### src/rtl/hmac_pkg.sv
package hmac_pkg;

    typedef enum logic {
        MODE_HH = 1'b0,
        MODE_WH = 1'b1
    } hmac_mode_e;

    typedef enum logic {
        FLAG_CLEAR = 1'b0,
        FLAG_HELD  = 1'b1
    } hmac_flag_e;

endpackage

### src/rtl/hmac_half_pick.sv
module hmac_half_pick #(
    parameter int DATA_W = 32,
    localparam int HALF_W = DATA_W / 2
) (
    input  logic [DATA_W-1:0] word_in,
    input  logic              pick_top,
    output logic [HALF_W-1:0] half_out
);
    always_comb begin
        half_out = pick_top ? word_in[DATA_W-1:HALF_W] : word_in[HALF_W-1:0];
    end
endmodule

### src/rtl/hmac_product.sv
module hmac_product
    import hmac_pkg::*;
#(
    parameter int DATA_W = 32,
    localparam int HALF_W = DATA_W / 2,
    localparam int PROD_W = DATA_W + HALF_W
) (
    input  hmac_mode_e        mode,
    input  logic [DATA_W-1:0] a_word,
    input  logic [HALF_W-1:0] a_half,
    input  logic [HALF_W-1:0] b_half,
    output logic [DATA_W-1:0] addend
);
    logic signed [DATA_W-1:0] a_half_x;
    logic signed [DATA_W-1:0] b_half_x;
    logic signed [DATA_W-1:0] hh_prod;
    logic signed [PROD_W-1:0] a_word_x;
    logic signed [PROD_W-1:0] b_half_w;
    logic signed [PROD_W-1:0] wh_prod;

    always_comb begin
        a_half_x = $signed({{HALF_W{a_half[HALF_W-1]}}, a_half});
        b_half_x = $signed({{HALF_W{b_half[HALF_W-1]}}, b_half});
        hh_prod  = a_half_x * b_half_x;
        a_word_x = $signed({{HALF_W{a_word[DATA_W-1]}}, a_word});
        b_half_w = $signed({{DATA_W{b_half[HALF_W-1]}}, b_half});
        wh_prod  = a_word_x * b_half_w;
        unique case (mode)
            MODE_HH: addend = hh_prod;
            MODE_WH: addend = wh_prod[PROD_W-1:HALF_W];
            default: addend = '0;
        endcase
    end
endmodule

### src/rtl/hmac_acc_add.sv
module hmac_acc_add #(
    parameter int DATA_W = 32
) (
    input  logic [DATA_W-1:0] addend,
    input  logic [DATA_W-1:0] acc,
    output logic [DATA_W-1:0] sum,
    output logic              ovf
);
    localparam int MSB = DATA_W - 1;

    always_comb begin
        sum = addend + acc;
        ovf = (addend[MSB] == acc[MSB]) && (sum[MSB] != addend[MSB]);
    end
endmodule

### src/rtl/hmac_unit.sv
module hmac_unit
    import hmac_pkg::*;
#(
    parameter int DATA_W = 32
) (
    input  logic              clk,
    input  logic              rst,
    input  logic              in_valid,
    input  logic              mode,
    input  logic              sel_a_top,
    input  logic              sel_b_top,
    input  logic [DATA_W-1:0] op_a,
    input  logic [DATA_W-1:0] op_b,
    input  logic [DATA_W-1:0] acc,
    input  logic              sat_clr,
    output logic              out_valid,
    output logic [DATA_W-1:0] result,
    output logic              sat_flag
);
    localparam int HALF_W = DATA_W / 2;

    hmac_mode_e        mode_e;
    logic              a_pick_top;
    logic [HALF_W-1:0] a_half;
    logic [HALF_W-1:0] b_half;
    logic [DATA_W-1:0] addend;
    logic [DATA_W-1:0] sum;
    logic              ovf;
    logic              set_evt;
    hmac_flag_e        flag_q;
    hmac_flag_e        flag_d;

    always_comb begin
        mode_e     = hmac_mode_e'(mode);
        a_pick_top = (mode_e == MODE_HH) && sel_a_top;
        set_evt    = in_valid && ovf;
    end

    hmac_half_pick #(.DATA_W(DATA_W)) u_pick_a (
        .word_in  (op_a),
        .pick_top (a_pick_top),
        .half_out (a_half)
    );

    hmac_half_pick #(.DATA_W(DATA_W)) u_pick_b (
        .word_in  (op_b),
        .pick_top (sel_b_top),
        .half_out (b_half)
    );

    hmac_product #(.DATA_W(DATA_W)) u_prod (
        .mode   (mode_e),
        .a_word (op_a),
        .a_half (a_half),
        .b_half (b_half),
        .addend (addend)
    );

    hmac_acc_add #(.DATA_W(DATA_W)) u_add (
        .addend (addend),
        .acc    (acc),
        .sum    (sum),
        .ovf    (ovf)
    );

    // Datapath output register
    always_ff @(posedge clk) begin
        if (rst) begin
            out_valid <= 1'b0;
            result    <= '0;
        end else begin
            out_valid <= in_valid;
            if (in_valid) begin
                result <= sum;
            end
        end
    end

    // Flag state register
    always_ff @(posedge clk) begin
        if (rst) begin
            flag_q <= FLAG_CLEAR;
        end else begin
            flag_q <= flag_d;
        end
    end

    // Flag next state
    always_comb begin
        flag_d = flag_q;
        unique case (flag_q)
            FLAG_CLEAR: if (set_evt) flag_d = FLAG_HELD;
            FLAG_HELD:  if (sat_clr && !set_evt) flag_d = FLAG_CLEAR;
            default:    flag_d = FLAG_CLEAR;
        endcase
    end

    // Flag output
    always_comb begin
        sat_flag = (flag_q == FLAG_HELD);
    end
endmodule

### config.mk
export PLATFORM = sky130hd
export DESIGN_NAME = hmac_unit
export DESIGN_NICKNAME = d
export VERILOG_FILES = /design/src/rtl/hmac_pkg.sv /design/src/rtl/hmac_half_pick.sv /design/src/rtl/hmac_product.sv /design/src/rtl/hmac_acc_add.sv /design/src/rtl/hmac_unit.sv
export SDC_FILE = /design/constraint.sdc
export NUM_CORES = 2
export LEC_CHECK = 0
export BUFFER_PORTS_ARGS = -buffer_cell sky130_fd_sc_hd__buf_4
export CORE_UTILIZATION = 25
export DETAILED_ROUTE_END_ITERATION = 10
export GPL_ROUTABILITY_DRIVEN = 0
export HOLD_SLACK_MARGIN = 0.06
export PLACE_DENSITY = 0.46
export RECOVER_POWER = 25
export SETUP_SLACK_MARGIN = 0.5
export SLEW_MARGIN = 20
export SYNTH_ARGS = -nofsm -noshare
export SYNTH_HDL_FRONTEND = slang
export SYNTH_SLANG_ARGS = --single-unit
### constraint.sdc
create_clock -name clk -period 30.7 [get_ports clk]
set_clock_uncertainty 0.15 [all_clocks]
set_input_delay 6.14 -clock clk [delete_from_list [all_inputs] [get_ports clk]]
set_output_delay 6.14 -clock clk [all_outputs]
set_load 0.02 [all_outputs]
==> reports/results.tsv <==
stage	metric	value	unit
outcome	outcome	finished with violations	
outcome	failed_checks	max-capacitance violations, max-slew violations	
worst_setup_path	worst_path_most_repeated_cell	sky130_fd_sc_hd__fa_1	
worst_hold_path	timing.hold.worst_endpoint	result[18]$_SDFFE_PP0P_	
worst_setup_path	critical-path-top-delay-family	compound AO/OA/AOI/OAI gates	
floorplanning	io_pins	137	
synth	synth_seq_cells	34	
global_route	grt_antenna_before_repair	10	
finish	areaGrowthSynthToFinish	9.28	%
clocking	cts.clk_slew.worst_paths	0.06	ns
drt	routedWlPerCell	18.1	um
synth	synth_cell_type_count	70	
worst_hold_path	hp-start	result[18]$_SDFFE_PP0P_	
sta	rsz_0062_raised_after_global_routing	no	
place	dp.final_hpwl	74300	um
worst_setup_path	r2r_slack	29.60	ns
worst_setup_path	worst_setup_path_end_kind	register	
worst_setup_path	path_max_fanout	25	
job	cap_viol_max_count	1	
sta	setup_violations	0	
synth	synth-async-reset-ratio	0	
synth	post-synth-top-count-cell	sky130_fd_sc_hd__inv_1	
sta	fmaxAchievable	60.0	MHz
drt	viasPerCell	4.35	
synth	synthesis.nets	4549	
finish	fill_cell_instance_count_of_the_final_layout	13000	
drt	postRouteAntennaNets	0	
place	portBuffers	136	
synth	synth_enable_flop_cells	0	
floorplanning	placeableCoreArea	120000	um2
worst_setup_path	crit_path_top_delay_cell	sky130_fd_sc_hd__mux2_2	
sta	min_period_over_period	0.542	
clocking	post_cts_setup_buffer_count	0	
global_route	overflow	0	
clocking	numCtsBuffers	5	
clocking	cts_max_level	2	
clocking	cts-root-to-sink-buffers	2	
synth	synth_top_cell_by_area	sky130_fd_sc_hd__fa_1	
global_route	grt_start_max_net_pins	53	
sta	relSlewSlack	-0.410	
worst_hold_path	hold_path.class	reg -> reg	
synth	synthesis.area	30300	um2
sta	timing.final.hold_violations	0	
global_route	first_global_vias	24400	
floorplanning	initial_utilization	0.252	
worst_setup_path	worst-setup-path-type	in -> reg	
clocking	postCtsResizedCells	0	
worst_setup_path	data_arrival_critical_path	16.68	ns
sta	finalWorstPathRequiredPeriod	16.65	ns
worst_setup_path	startpoint_type	input port	
synth	ys_seq_area_frac	0.0225	
floorplanning	fp.dieH	350	um
clocking	tritoncts_clock_tree	built	
global_route	global_route.usage.total	0.158	
finish	share_of_layout_cells_above_drive_strength_1	0.0587	
finish	layout_nets	4570	
clocking	clock_sink_count	34	
sta	maxSlewViolCount	37	
sta	worst_hold_slack	0.318	ns
drt	wl	92300	um
worst_setup_path	cp_num_buf_inv	5	
worst_setup_path	crit_required	30.73	ns
synth	ys.flop_type	sky130_fd_sc_hd__dfxtp_1	
sta	tns	0	ns
drt	drc_errors	0	
synth	avgSynthCellArea	8.71	um2
floorplanning	die_outline_area	122000	um2
worst_setup_path	timing.reg2reg.worst_path_depth	3	
clocking	clk_latency	0.28	ns
drt	detailed_routing_iteration_count_for_the_pre_antenna_repair_pass	8	
worst_setup_path	critical_path.reg2reg.endpoint	result[30]$_SDFFE_PP0P_	
global_route	global_route_wire_length_before_repair	148000	um
worst_hold_path	hold-path-cell-count	2	
clocking	hold_buffers	0	
synth	synthesis.instances	3473	
floorplanning	floorplan.die.width	350	um
worst_setup_path	worst_r2r_startpoint	result[30]$_SDFFE_PP0P_	
synth	yosysTopAreaCellShare	0.495	
synth	synth_top_cells_by_area	sky130_fd_sc_hd__fa_1, sky130_fd_sc_hd__inv_1, sky130_fd_sc_hd__ha_1	
synth	yosys_warnings	0	
drt	drtIter0Drc	1272	
synth	yosys-top-cells-count	sky130_fd_sc_hd__inv_1, sky130_fd_sc_hd__fa_1, sky130_fd_sc_hd__nand2_1	
sta	worst-slew-pin-transition	2.11	ns
floorplanning	rows	127	
clocking	cts-root-buf	sky130_fd_sc_hd__clkbuf_16	
worst_setup_path	timing.critical_path.slowest_cell_delay	0.65	ns
drt	routed-via-count	22200	
==> layout make-up <==
| type | count | area (um2) | share of cell area |
|---|---|---|---|
| diodes | 1 | 2.50 | 0.0000757 |
| multi-input cells | 2407 | 25700 | 0.778 |
| clock inverters | 1 | 5.00 | 0.000151 |
| clock buffers | 7 | 143 | 0.00431 |
| flip-flops and latches | 34 | 681 | 0.0206 |
| repair buffers | 167 | 1200 | 0.0364 |
| inverters | 879 | 3300 | 0.0998 |
| well taps | 1612 | 2020 | 0.0610 |
==> logic make-up after synthesis <==
kind of cell | Yosys count | share of synthesized area
flops | 34 | 0.0225
fa+ha+maj | 973 | 0.588
compound gates | 277 | 0.0604
xor+xnor | 98 | 0.0284
simple gates | 984 | 0.146
buf+inv | 1032 | 0.128
mux | 75 | 0.0263
==> sequential cells by signal (all words and copies together), names as in the netlist <==
name	flops
out_valid	1
result	32
sat_flag	1
==> layout by cell type, fill, tap and decap left out, types with 4 or more instances in the layout <==
master / instances
sky130_fd_sc_hd__buf_4: 149
sky130_fd_sc_hd__a31oi_1: 6
sky130_fd_sc_hd__nor3_1: 13
sky130_fd_sc_hd__nand3_1: 21
sky130_fd_sc_hd__mux2_2: 30
sky130_fd_sc_hd__xor2_1: 27
sky130_fd_sc_hd__inv_1: 877
sky130_fd_sc_hd__nand2b_1: 23
sky130_fd_sc_hd__mux2i_1: 41
sky130_fd_sc_hd__a21o_1: 39
sky130_fd_sc_hd__o21bai_1: 10
sky130_fd_sc_hd__fa_1: 748
sky130_fd_sc_hd__o21a_1: 16
sky130_fd_sc_hd__nand2_1: 489
sky130_fd_sc_hd__a211o_1: 6
sky130_fd_sc_hd__or2_2: 6
sky130_fd_sc_hd__or3_1: 4
sky130_fd_sc_hd__dfxtp_1: 34
sky130_fd_sc_hd__o211ai_1: 4
sky130_fd_sc_hd__ha_1: 225
sky130_fd_sc_hd__o21ai_0: 56
sky130_fd_sc_hd__and3_1: 5
sky130_fd_sc_hd__clkbuf_1: 18
sky130_fd_sc_hd__o22ai_1: 4
sky130_fd_sc_hd__a21oi_1: 82
sky130_fd_sc_hd__nor2b_1: 42
sky130_fd_sc_hd__clkbuf_16: 5
sky130_fd_sc_hd__nand4_1: 11
sky130_fd_sc_hd__nor2_1: 194
sky130_fd_sc_hd__xnor2_1: 71
sky130_fd_sc_hd__nor3b_1: 5
sky130_fd_sc_hd__and2_1: 160
sky130_fd_sc_hd__a211oi_1: 15
==> how the worst max path moves through the flow <==
stage	start	endpoint	cells past startpoint	slack, ns
global route	sel_b_top	result[30]$_SDFFE_PP0P_	36	13.35
detailed placement	sel_b_top	result[30]$_SDFFE_PP0P_	36	13.68
global placement	sel_b_top	result[30]$_SDFFE_PP0P_	38	13.83
CTS	sel_b_top	result[30]$_SDFFE_PP0P_	36	14.00
finish	sel_b_top	result[30]$_SDFFE_PP0P_	36	14.05
floorplan	sel_b_top	result[30]$_SDFFE_PP0P_	40	14.62
==> stage by stage <==
| step | setup slack, ns | utilization | cell area [um2] | cells |
|---|---|---|---|---|
| after floorplan | 14.62 | - | 30300 | 3473 |
| after global placement | 13.83 | 0.275 | 33000 | 5098 |
| after detailed placement | 13.68 | 0.275 | 33000 | 5098 |
| after CTS | 14.00 | 0.276 | 33100 | 5106 |
| after global routing | 13.35 | 0.276 | 33100 | 5107 |
| final | 14.05 | 0.276 | 33100 | 5108 |
==> worst min-delay path, cell delays in order (launching register included) <==
cell and delay [ns]:
sky130_fd_sc_hd__dfxtp_1 0.31, sky130_fd_sc_hd__nand2_1 0.06, sky130_fd_sc_hd__a21oi_1 0.06
==> per-layer routing <==
layer | up-vias | GRT usage | share of wire
met5 | - | 0 | 0.00075
met4 | 10 | 0.0221 | 0.014
met3 | 75 | 0.0215 | 0.058
met2 | 497 | 0.257 | 0.46
met1 | 11400 | 0.226 | 0.47
li1 | 10200 | - | -
Power is left out: the tool's default activity adds up to more than one toggle a clock period on the data nets, which glitch-free logic cannot reach.
